**src/rtl/wb_pkg.sv**
```systemverilog
package wb_pkg;
  // What the store port does with the request presented this cycle.
  typedef enum logic [1:0] {
    WB_IDLE  = 2'd0,
    WB_MERGE = 2'd1,
    WB_ALLOC = 2'd2
  } wb_act_e;
endpackage

```
**src/rtl/wb_order.sv**
```systemverilog
// Ring pointers: entries open at the tail, leave from the head.
module wb_order #(
  parameter int ENTRIES = 4,
  parameter int IDX_W   = $clog2(ENTRIES),
  parameter int CNT_W   = $clog2(ENTRIES + 1)
) (
  input  logic             clk,
  input  logic             rst_n,
  input  logic             push,
  input  logic             pop,
  output logic [IDX_W-1:0] head,
  output logic [IDX_W-1:0] tail,
  output logic             empty,
  output logic             full
);
  localparam logic [IDX_W-1:0] LAST = IDX_W'(ENTRIES - 1);

  logic [IDX_W-1:0] head_q, head_d, tail_q, tail_d;
  logic [CNT_W-1:0] cnt_q, cnt_d;

  always_comb begin
    head_d = head_q;
    tail_d = tail_q;
    cnt_d  = cnt_q;
    if (pop)  head_d = (head_q == LAST) ? '0 : head_q + 1'b1;
    if (push) tail_d = (tail_q == LAST) ? '0 : tail_q + 1'b1;
    if (push && !pop)      cnt_d = cnt_q + 1'b1;
    else if (!push && pop) cnt_d = cnt_q - 1'b1;
  end

  always_ff @(posedge clk or negedge rst_n) begin
    if (!rst_n) begin
      head_q <= '0;
      tail_q <= '0;
      cnt_q  <= '0;
    end else begin
      head_q <= head_d;
      tail_q <= tail_d;
      cnt_q  <= cnt_d;
    end
  end

  assign head  = head_q;
  assign tail  = tail_q;
  assign empty = (cnt_q == '0);
  assign full  = (cnt_q == CNT_W'(ENTRIES));
endmodule

```
**src/rtl/wb_entry.sv**
```systemverilog
// One buffered block: valid flag, block address, word mask, word data.
module wb_entry #(
  parameter int DATA_W = 32,
  parameter int WORDS  = 4,
  parameter int BLK_W  = 14,
  parameter int OFF_W  = $clog2(WORDS)
) (
  input  logic                    clk,
  input  logic                    rst_n,
  input  logic                    alloc,
  input  logic                    merge,
  input  logic                    free,
  input  logic [BLK_W-1:0]        wr_blk,
  input  logic [OFF_W-1:0]        wr_word,
  input  logic [DATA_W-1:0]       wr_data,
  output logic                    vld,
  output logic [BLK_W-1:0]        blk,
  output logic [WORDS-1:0]        mask,
  output logic [WORDS*DATA_W-1:0] data
);
  logic                          vld_q, vld_d;
  logic [WORDS-1:0]              mask_q, mask_d, word_bit;
  logic [BLK_W-1:0]              blk_q, blk_d;
  logic [WORDS-1:0][DATA_W-1:0]  data_q, data_d;
  logic                          wr_en;

  assign word_bit = WORDS'(1) << wr_word;
  assign wr_en    = alloc | merge;

  always_comb begin
    vld_d  = vld_q;
    mask_d = mask_q;
    blk_d  = blk_q;
    data_d = data_q;
    if (free) begin
      vld_d  = 1'b0;
      mask_d = '0;
    end
    if (alloc) begin
      vld_d           = 1'b1;
      blk_d           = wr_blk;
      mask_d          = word_bit;
      data_d[wr_word] = wr_data;
    end else if (merge) begin
      mask_d          = mask_q | word_bit;
      data_d[wr_word] = wr_data;
    end
  end

  always_ff @(posedge clk or negedge rst_n) begin
    if (!rst_n) begin
      vld_q  <= 1'b0;
      mask_q <= '0;
    end else begin
      vld_q  <= vld_d;
      mask_q <= mask_d;
    end
  end

  // Payload registers carry no reset; the valid flag qualifies them.
  always_ff @(posedge clk) begin
    if (wr_en) begin
      blk_q  <= blk_d;
      data_q <= data_d;
    end
  end

  assign vld  = vld_q;
  assign blk  = blk_q;
  assign mask = mask_q;
  assign data = data_q;
endmodule

```
**src/rtl/wb_match.sv**
```systemverilog
// Parallel block compare against every open entry except the head.
module wb_match #(
  parameter int ENTRIES = 4,
  parameter int BLK_W   = 14,
  parameter int IDX_W   = $clog2(ENTRIES)
) (
  input  logic [ENTRIES-1:0]            vld,
  input  logic [ENTRIES-1:0][BLK_W-1:0] blk,
  input  logic [IDX_W-1:0]              head,
  input  logic [BLK_W-1:0]              key,
  output logic                          hit,
  output logic [IDX_W-1:0]              hit_idx
);
  logic [ENTRIES-1:0] cand;

  for (genvar g = 0; g < ENTRIES; g++) begin : g_cmp
    assign cand[g] = vld[g] && (head != IDX_W'(g)) && (blk[g] == key);
  end

  always_comb begin
    hit_idx = '0;
    for (int i = 0; i < ENTRIES; i++) begin
      if (cand[i]) hit_idx = IDX_W'(i);
    end
  end

  assign hit = |cand;
endmodule

```
**src/rtl/wb_merge_buffer.sv**
```systemverilog
module wb_merge_buffer
  import wb_pkg::*;
#(
  parameter int   ADDR_W  = 16,
  parameter int   DATA_W  = 32,
  parameter int   WORDS   = 4,
  parameter int   ENTRIES = 4,
  localparam int  OFF_W   = $clog2(WORDS),
  localparam int  BLK_W   = ADDR_W - OFF_W
) (
  input  logic                    clk,
  input  logic                    rst_n,
  input  logic                    st_valid,
  output logic                    st_ready,
  input  logic [ADDR_W-1:0]       st_addr,
  input  logic [DATA_W-1:0]       st_data,
  output logic                    mw_valid,
  input  logic                    mw_ready,
  output logic [BLK_W-1:0]        mw_addr,
  output logic [WORDS-1:0]        mw_mask,
  output logic [WORDS*DATA_W-1:0] mw_data
);
  localparam int IDX_W = $clog2(ENTRIES);

  logic [ENTRIES-1:0]                   ent_vld;
  logic [ENTRIES-1:0][BLK_W-1:0]        ent_blk;
  logic [ENTRIES-1:0][WORDS-1:0]        ent_mask;
  logic [ENTRIES-1:0][WORDS*DATA_W-1:0] ent_data;

  logic [IDX_W-1:0] head_i, tail_i, hit_idx;
  logic             empty, full, hit, push, pop;
  logic [BLK_W-1:0] st_blk;
  logic [OFF_W-1:0] st_word;
  wb_act_e          act;

  assign st_blk  = st_addr[ADDR_W-1:OFF_W];
  assign st_word = st_addr[OFF_W-1:0];

  wb_match #(.ENTRIES(ENTRIES), .BLK_W(BLK_W), .IDX_W(IDX_W)) u_match (
    .vld(ent_vld), .blk(ent_blk), .head(head_i), .key(st_blk),
    .hit(hit), .hit_idx(hit_idx)
  );

  // Ready looks only at registered occupancy, so a slot freed by this
  // cycle's drain is not offered until the following cycle.
  always_comb begin
    act = WB_IDLE;
    if (st_valid) begin
      if (hit)        act = WB_MERGE;
      else if (!full) act = WB_ALLOC;
    end
  end

  assign st_ready = hit | ~full;
  assign push     = (act == WB_ALLOC);
  assign pop      = mw_valid & mw_ready;

  wb_order #(.ENTRIES(ENTRIES), .IDX_W(IDX_W)) u_order (
    .clk(clk), .rst_n(rst_n), .push(push), .pop(pop),
    .head(head_i), .tail(tail_i), .empty(empty), .full(full)
  );

  for (genvar g = 0; g < ENTRIES; g++) begin : g_ent
    wb_entry #(.DATA_W(DATA_W), .WORDS(WORDS), .BLK_W(BLK_W), .OFF_W(OFF_W)) u_ent (
      .clk     (clk),
      .rst_n   (rst_n),
      .alloc   (push && (tail_i == IDX_W'(g))),
      .merge   ((act == WB_MERGE) && (hit_idx == IDX_W'(g))),
      .free    (pop && (head_i == IDX_W'(g))),
      .wr_blk  (st_blk),
      .wr_word (st_word),
      .wr_data (st_data),
      .vld     (ent_vld[g]),
      .blk     (ent_blk[g]),
      .mask    (ent_mask[g]),
      .data    (ent_data[g])
    );
  end

  assign mw_valid = ~empty;
  assign mw_addr  = ent_blk[head_i];
  assign mw_mask  = ent_mask[head_i];
  assign mw_data  = ent_data[head_i];
endmodule

```
**config.mk**
```make
export PLATFORM = sky130hd
export DESIGN_NAME = wb_merge_buffer
export DESIGN_NICKNAME = d
export VERILOG_FILES = /design/src/rtl/wb_pkg.sv /design/src/rtl/wb_order.sv /design/src/rtl/wb_entry.sv /design/src/rtl/wb_match.sv /design/src/rtl/wb_merge_buffer.sv
export SDC_FILE = /design/constraint.sdc
export NUM_CORES = 1
export LEC_CHECK = 0
export BUFFER_PORTS_ARGS = -buffer_cell sky130_fd_sc_hd__buf_2
export CORE_UTILIZATION = 45
export CTS_BUF_LIST = sky130_fd_sc_hd__clkbuf_8
export CTS_CLUSTER_DIAMETER = 60
export CTS_CLUSTER_SIZE = 28
export DETAILED_ROUTE_END_ITERATION = 6
export HOLD_SLACK_MARGIN = 0.1
export PLACE_DENSITY_LB_ADDON = 0.05
export SYNTH_ARGS = -nofsm -noshare
export SYNTH_HDL_FRONTEND = slang
export SYNTH_SLANG_ARGS = --single-unit
export TNS_END_PERCENT = 1
```
**constraint.sdc**
```tcl
create_clock -name clk -period 15.8 [get_ports clk]
set_clock_uncertainty 0.2 [all_clocks]
set_input_delay 1.58 -clock clk [delete_from_list [all_inputs] [get_ports clk]]
set_output_delay 1.58 -clock clk [all_outputs]
set_load 0.005 [all_outputs]
```
==> results of run 1 <==
layout make-up:
type                    count  area [µm²]  area share (%)
diodes                      1        2.50         0.00978
clock buffers              45         619            2.42
clock inverters            33         398            1.55
inverters                   9        33.8           0.132
multi-input cells         331        4800            18.8
flip-flops and latches    595       17700            69.3
well taps                 664         831            3.25
repair buffers            222        1170            4.57
Yosys cell counts (8+ instances only):
library cell	number
edfxtp_1	568
nand2_1	21
clkbuf_1	15
nor2_1	13
a32o_1	8
buf_2	14
buf_1	9
mux4_2	146
nor4_1	10
ha_1	9
xor2_1	44
xnor2_1	15
inv_1	9
dfrtp_1	27
metal layers:
layer	vias to the layer above	wire, µm	share of wire, %
li1	4516	-	-
met5	-	13	0.025
met3	65	2880	5.6
met1	5712	23500	46
met2	277	24100	47
met4	2	928	1.8
power groups by stage:
| stage | clock network (W) | logic, W | registers, W |
|---|---|---|---|
| 3_5_place_dp | 0 | 0.00114 | 0.00201 |
| 3_3_place_gp | 0 | 0.00115 | 0.00201 |
| 5_1_grt | 0.000991 | 0.00121 | 0.00199 |
| 6_report | 0.000909 | 0.00111 | 0.00197 |
| 2_1_floorplan | 0 | 0.000713 | 0.00194 |
| 4_1_cts | 0.000936 | 0.00115 | 0.00198 |
metrics by stage:
| step | area [µm²] | utilization, % | std cells |
|---|---|---|---|
| after floorplan | 22600 | - | 974 |
| after global placement | 24600 | 49.9 | 1821 |
| after detailed placement | 24600 | 49.9 | 1821 |
| after CTS | 25600 | 52.0 | 1899 |
| after global routing | 25600 | 52.0 | 1900 |
| final | 25600 | 52.0 | 1900 |
sequential cells by signal, indices dropped and copies added (netlist names):
name / count
g_ent.u_ent.data: 512
u_order.head: 2
g_ent.u_ent.blk: 56
u_order.cnt_q: 3
g_ent.u_ent.vld: 4
g_ent.u_ent.mask: 16
u_order.tail: 2
final timing paths:
path	from	to	slack, ns
worst max-delay path	u_order.head[1]$_DFFE_PN0P_	st_ready	9.84
worst min-delay path	g_ent[2].u_ent.vld$_DFFE_PN0P_	g_ent[2].u_ent.vld$_DFFE_PN0P_	0.30
worst max register to register	u_order.head[1]$_DFFE_PN0P_	g_ent[1].u_ent.data[52]$_DFFE_PP_	10.68
worst min register to register	g_ent[2].u_ent.vld$_DFFE_PN0P_	g_ent[2].u_ent.vld$_DFFE_PN0P_	0.30
max in group asynchronous	rst_n	u_order.head[0]$_DFFE_PN0P_	14.18
min in group asynchronous	rst_n	g_ent[0].u_ent.mask[3]$_DFFE_PN0P_	0.74
logic make-up (layout without fill, tap and decap cells):
group / count (synthesis) / after routing / share of synthesized area, %
other: 0 / 1 / 0
AOI/OAI and AO/OA: 28 / 28 / 1.08
adders and majority gates: 10 / 10 / 0.586
DFF: 595 / 595 / 78.3
muxes: 148 / 148 / 14.6
buffers and inverters: 48 / 309 / 0.906
and+or+nand+nor: 86 / 86 / 2.18
xor gates and xnor gates: 59 / 59 / 2.28
==> flow_metrics.tcl, run 1 <==
set metrics [dict create \
    status "finished, final reports clean" \
    yosys_warnings 0 \
    die_h_um 226 \
    hold_violations 0 \
    p_sw_w 0.00122 \
    synth_cells 974 \
    met2_usage_pct 31.8 \
    final_cell_mix "568 x edfxtp_1, 199 x buf_2, 146 x mux4_2" \
    crit_fanout 66 \
    ant_nets 0 \
    grt_overflow_total 0 \
    end_kind "output port" \
    synth_flop_cell "edfxtp_1" \
    post-dp-hpwl_um 29600 \
    setup_viol 0 \
    synth_edf_count 568 \
    ir_worst_vdd_v 0.0000819 \
    internal_power_w 0.00277 \
    routed-via-count 10600 \
    cts_max_level 2 \
    cap_violations 0 \
    core_um2 49300 \
    max_freq_mhz 168 \
    synth_nets 1036 \
    final_common_cell "edfxtp_1" \
    post_cts_resized 0 \
    ys_seq_area_share_pct 78.3 \
    hold_path.class "reg2reg" \
    worstPathArrival_ns 4.18 \
    grt_start_max_net_pins 67 \
    clk_pin_slew_ns 0.12 \
    synth_cell_types 46 \
    grt_pass1_vias 11000 \
    use_met1_pct 30.5 \
    syn_avg_cell_area_um2 23.2 \
    pre_cts_slack_ns 10.38 \
    rsz0062_at_grt "false" \
    finalPower_w 0.00399 \
    synth.top_cell.area_share_pct 75.3 \
    postCtsHoldBufs 0 \
    cts_buffer_depth 3 \
    crit_cells 8 \
    crit_path_start_kind "register" \
    clk_latency_ns 0.66 \
    drive_gt1_share_pct 38.2 \
    fin_nets 1263 \
    p_leak_nw 8.41 \
    switching_share_pct 30.5 \
    wl_um 51300 \
    cts_made_buffers 42 \
    synth_seq_cells 595 \
    top_usage_layer "met2" \
    synth-async-reset-ratio_pct 4.54 \
    cpPeakStageDelay_ns 0.89 \
    path_cells "buf_4 > ha_1 > nand2b_1 > nor4_1 > nand4_1 > nand2_1 > or4b_2 > buf_2" \
    placementRows 81 \
    synth_top_area_cell "edfxtp_1" \
    r2r_cells 10 \
    holdWs_ns 0.301 \
    cts_tree "yes" \
    cts-root-buf "clkbuf_8" \
    route.detailed.drc 0 \
    die_x_um 226 \
    use_met3_pct 4.25 \
    drv_slew 0 \
    post-route-period-util_pct 37.7 \
    critPathTopFamily "simple AND/OR/NAND/NOR gates" \
    drtPass1Iterations 6 \
    maxSlewHeadroom_pct 31.4 \
    vias_per_cell 5.56 \
    finalWorstSetupSlack_ns 9.84 \
    worst-path-buf-inv 2 \
    min_path_cells 1 \
    syn_to_final_growth_pct 13.0 \
    syn_area_um2 22600 \
    port_buffers 199 \
    pwr-share-comb_pct 27.8 \
    num_io_pins 200 \
    drt_iter0_markers 821 \
    cts_setup_buffers 0 \
    cts.sinks 595 \
    period_minus_slack_ns 5.96 \
    setup_tns_ns 0 \
    clkPwrFrac_pct 22.8 \
    wl_per_cell_um 27.0 \
    critical_path_required_ns 14.02 \
    start_util_pct 46.0 \
    dieArea_um2 51200 \
    cp_slowest_cell "buf_4" \
    worst_pin_slew_ns 1.03 \
    antenna_found_initial 2 \
    power_density_nw_per_um2 156 \
    p_seq_share_pct 49.4 \
    yosys-top-cells-area "edfxtp_1 75%, mux4_2 15%, dfrtp_1 3.0%" \
    grt_usage_pct 20.6 \
    grt_first_pass_wirelength_um 75000 \
    nFillCells 3953 \
    gp_congestion 0.766 \
    critPathKind "reg2out" \
]
Power figures use the tool's default switching activity.
==> run 2, diff against run 1 <==
- clock period: 15.8 -> 5.5 ns (I/O delays scaled with it)
==> run 2 against run 1 <==
Compared with the run above:
- final area grew 1.8%
- sequential cell count is the same
- final cell count grew 2.5%
- clock power grew to 2.8 times the previous value
- sequential share of layout area shrank 1.2 points
- non-clock buffer count grew 48
- critical endpoint is now mw_data[99]
- highest routed layer is now met4
==> flow_metrics.tcl, run 2 (same netlist as run 1, synthesis figures left out) <==
set metrics [dict create \
    hold_path.class "in2reg" \
    r2r_start "u_order.head[0]$_DFFE_PN0P_" \
    ant_nets 0 \
    drive_gt1_share_pct 36.6 \
    die_x_um 226 \
    final_cell_mix "568 x edfxtp_1, 199 x buf_2, 146 x mux4_2" \
    post_cts_resized 0 \
    pre_cts_slack_ns 1.08 \
    grt_first_pass_wirelength_um 76000 \
    rr_endpoint "g_ent[2].u_ent.data[82]$_DFFE_PP_" \
    critical_path_required_ns 4.75 \
    wl_um 52300 \
    post-dp-hpwl_um 31000 \
    worst_pin_slew_ns 1.32 \
    fin_cells 1948 \
    grt_usage_pct 20.9 \
    cts_setup_buffers 0 \
    antennaDiodeCount 0 \
    routed-via-count 10700 \
    hold_path_end "u_order.head[1]$_DFFE_PN0P_" \
    start_util_pct 46.0 \
    maxSlewHeadroom_pct 12.1 \
    cts_max_level 2 \
    crit_path_start_kind "register" \
    grt_pass1_vias 11000 \
    setup_tns_ns 0 \
    finalWorstSetupSlack_ns 0.776 \
    cts_tree "yes" \
    drt_iter0_markers 871 \
    drtPass1Iterations 7 \
    cts-root-buf "clkbuf_8" \
    ir_worst_vdd_v 0.000235 \
    hold_start "mw_ready" \
    cts_made_buffers 43 \
    port_buffers 199 \
    cts_buffer_depth 3 \
    num_io_pins 200 \
    dieArea_um2 51200 \
    cap_violations 0 \
    r2r_slack_ns 1.21 \
    final_common_cell "edfxtp_1" \
    setup_viol 0 \
    period_minus_slack_ns 4.72 \
    post-route-period-util_pct 85.9 \
    clk_latency_ns 0.66 \
    antenna_found_initial 0 \
    drv_slew 0 \
    critPathKind "reg2out" \
    p_leak_nw 8.58 \
    cts.sinks 595 \
    r2r_cells 9 \
    fin_nets 1312 \
    core_um2 49300 \
    nFillCells 3914 \
    worstPathArrival_ns 3.97 \
    power_density_nw_per_um2 441 \
    max_freq_mhz 212 \
    rsz0062_at_grt "false" \
    crit_fanout 46 \
    hold_violations 0 \
    wl_per_cell_um 26.8 \
    gp_congestion 0.764 \
    post-place-cells 1818 \
    syn_to_final_growth_pct 15.1 \
    route.detailed.drc 0 \
    status "finished, final reports clean" \
    placementRows 81 \
    grt_start_max_net_pins 70 \
    vias_per_cell 5.52 \
    die_h_um 226 \
    clk_pin_slew_ns 0.11 \
    grt_overflow_total 0 \
    end_kind "output port" \
    largest_reg_flops 512 \
    min_path_cells 4 \
]
run 2: layer usage:
metal	vias to the layer above	routed length [µm]	GRT usage, %
li1	4608	-	-
met1	5780	24000	31.2
met5	-	0	0
met2	317	24800	32.4
met4	0	789	4.12
met3	44	2700	3.76
run 2: report_power, final:
group / internal, W / leakage, nW / total (W) / switching (W)
registers: 0.00536 / 5.48 / 0.00564 / 0.000271
clock network: 0.000969 / 0.495 / 0.00257 / 0.00160
logic: 0.00160 / 2.61 / 0.00328 / 0.00169
total: 0.00793 / 8.58 / 0.0115 / 0.00356
run 2: cell type report:
cell class	instances	area [µm²]	share of cell area [%]
sequential	595	17700	68.1
clock inverter	33	362	1.39
tap	664	831	3.19
clock buffer	46	633	2.43
multi-input combinational	331	4790	18.4
inverter	9	33.8	0.130
timing repair buffer	270	1660	6.36
run 2: worst max-delay path: stages (launching register included):
cell,delay [ns]
dfrtp_4,0.86
buf_4,0.62
buf_4,0.83
mux4_2,0.67
buf_2,0.16
run 2: repair_timing:
action,in CTS,in global routing
hold buffers,51,0
hold endpoints to repair,598,0
endpoints found under the setup margin,0,0
run 2: how the worst max path moves through the flow:
stage	from	to	slack, ns	depth (start not counted)
after floorplan	u_order.head[1]$_DFFE_PN0P_	g_ent[0].u_ent.data[0]$_DFFE_PP_	0.22	11
after global placement	u_order.head[0]$_DFFE_PN0P_	g_ent[2].u_ent.data[86]$_DFFE_PP_	1.13	9
after detailed placement	u_order.head[0]$_DFFE_PN0P_	g_ent[2].u_ent.data[83]$_DFFE_PP_	1.08	9
after CTS	u_order.head[0]$_DFFE_PN0P_	mw_addr[6]	0.58	4
after global routing	u_order.head[0]$_DFFE_PN0P_	mw_addr[6]	0.40	4
final	u_order.head[0]$_DFFE_PN0P_	mw_data[99]	0.78	4
run 2: through the flow:
stage / utilization [%] / area [µm²] / total power, W / hold slack, ns
after floorplan: - / 22600 / 0.00762 / 0.0544
after global routing: 52.9 / 26000 / 0.0120 / 0.255
after global placement: 49.8 / 24500 / 0.00909 / 0.254
final: 52.9 / 26000 / 0.0115 / 0.240
after CTS: 52.9 / 26000 / 0.0117 / 0.191
after detailed placement: 49.8 / 24500 / 0.00909 / 0.259
==> run 3, diff against run 2 <==
- PLACE_DENSITY: unset -> 0.74
- PLACE_DENSITY_LB_ADDON: 0.05 -> unset
==> run 3 against run 2 <==
Compared with the run above:
- largest cell class unchanged
- die area did not move
- clock power is essentially flat
- register-to-register slack improved by 0.36 ns
- final cell count is 0.67% lower
- critical path depth did not move
- sequential share of layout area hardly changed
- via count grew 0.19%
- final area is essentially flat
- sequential cell count unchanged
==> flow_metrics.tcl, run 3 (same netlist as run 1, synthesis figures left out) <==
set metrics [dict create \
    final_common_cell "edfxtp_1" \
    grt_usage_pct 19.5 \
    antenna_found_initial 2 \
    cts_max_level 2 \
    critPathKind "reg2out" \
    worstSetupStartpoint "u_order.head[1]$_DFFE_PN0P_" \
    clk_pin_slew_ns 0.11 \
    crit_path_start_kind "register" \
    postCtsHoldBufs 51 \
    cts_buffer_depth 3 \
    setup_viol 0 \
    rr_endpoint "g_ent[0].u_ent.data[38]$_DFFE_PP_" \
    post-route-period-util_pct 82.2 \
    worstPathArrival_ns 3.77 \
    routed-via-count 10800 \
    num_io_pins 200 \
    drv_slew 0 \
    drtPass1Iterations 7 \
    gp_congestion 0.825 \
    grt_first_pass_wirelength_um 72100 \
    period_minus_slack_ns 4.52 \
    post-dp-hpwl_um 28500 \
    status "finished, final reports clean" \
    cts_made_buffers 38 \
    multi_input_area_um2 4800 \
    crit_end "mw_data[103]" \
    cts-root-buf "clkbuf_8" \
    largest_reg_flops 512 \
    grt_start_max_net_pins 103 \
    end_kind "output port" \
    ant_nets 0 \
    hold_path.class "in2reg" \
    dieArea_um2 51200 \
    vias_per_cell 5.57 \
    worst_pin_slew_ns 1.31 \
    hold_violations 0 \
    placementRows 81 \
    p_leak_nw 8.55 \
    wl_per_cell_um 25.3 \
    cts_setup_buffers 0 \
    cap_violations 0 \
    syn_to_final_growth_pct 15.0 \
    port_buffers 199 \
    maxSlewHeadroom_pct 12.4 \
    start_util_pct 46.0 \
    r2r_cells 9 \
    final_cell_mix "568 x edfxtp_1, 199 x buf_2, 146 x mux4_2" \
    max_freq_mhz 221 \
    core_um2 49300 \
    grt_overflow_total 0 \
    power_density_nw_per_um2 440 \
    route.detailed.drc 0 \
    r2r_start "u_order.head[1]$_DFFE_PN0P_" \
    r2r_slack_ns 1.57 \
    drive_gt1_share_pct 36.1 \
    holdWs_ns 0.233 \
    nFillCells 3781 \
    post_cts_resized 0 \
    critical_path_required_ns 4.75 \
    drt_iter0_markers 850 \
    crit_fanout 66 \
    grt_pass1_vias 11200 \
    setup_tns_ns 0 \
    clk_latency_ns 0.64 \
    rsz0062_at_grt "false" \
    die_h_um 226 \
    cts_tree "yes" \
    final-seq-area_um2 17700 \
    ir_worst_vdd_v 0.000331 \
    die_x_um 226 \
    wl_um 48900 \
    fin_nets 1304 \
    cts.sinks 595 \
    finalPower_w 0.0115 \
]
## run 3: cell count changes in the layout (fill, tap and decap cells not counted), moves of 2 or more
cell,change
buf_4,-4
bufinv_16,+3
clkbuf_8,-8
clkinv_1,-3
clkinv_2,-3
clkinv_4,-4
inv_16,+2
inv_6,+3
inv_8,-2
## run 3: power by group
group / total [W] / switching [W] / internal [W]
combinational: 0.00331 / 0.00171 / 0.00160
sequential: 0.00556 / 0.000194 / 0.00537
clock: 0.00258 / 0.00157 / 0.00100
## run 3: worst min-delay path by stage
stage | startpoint | end | slack [ns] | depth (start not counted)
floorplan | rst_n | g_ent[0].u_ent.mask[0]$_DFFE_PN0P_ | 0.05 | 0
global placement | g_ent[0].u_ent.vld$_DFFE_PN0P_ | g_ent[0].u_ent.vld$_DFFE_PN0P_ | 0.26 | 1
detailed placement | g_ent[0].u_ent.vld$_DFFE_PN0P_ | g_ent[0].u_ent.vld$_DFFE_PN0P_ | 0.26 | 1
CTS | mw_ready | u_order.head[1]$_DFFE_PN0P_ | 0.18 | 4
global route | mw_ready | u_order.head[1]$_DFFE_PN0P_ | 0.24 | 3
finish | mw_ready | u_order.head[1]$_DFFE_PN0P_ | 0.23 | 4
## run 3: per-layer routing
layer	global-route usage, %	up-vias	routed length (µm)
li1	-	4598	-
met2	30.4	396	23700
met3	3.74	80	3340
met4	8.50	0	1850
met5	0	-	0
met1	26.9	5695	20100
## run 3: layout make-up
cell class | count | share of cell area (%)
Sequential cell | 595 | 68.1
Multi-Input combinational cell | 331 | 18.4
Timing Repair Buffer | 267 | 6.32
Tap cell | 664 | 3.19
Clock buffer | 38 | 2.01
Clock inverter | 30 | 1.76
Inverter | 9 | 0.130
Antenna cell | 1 | 0.00961
## run 3: per-stage QoR
| step | worst slack [ns] | util [%] | instances | area, µm² |
|---|---|---|---|---|
| after floorplan | 0.224 | - | 974 | 22600 |
| after global placement | 1.52 | 49.8 | 1815 | 24500 |
| after detailed placement | 1.47 | 49.8 | 1815 | 24500 |
| after CTS | 0.934 | 52.9 | 1934 | 26000 |
| after global routing | 0.843 | 52.9 | 1935 | 26000 |
| final | 0.978 | 52.9 | 1935 | 26000 |
## run 3: worst max-delay path: stages (launching register included)
cell,delay [ns]
dfrtp_4,0.64
buf_4,0.80
buf_4,0.89
mux4_2,0.47
buf_2,0.15
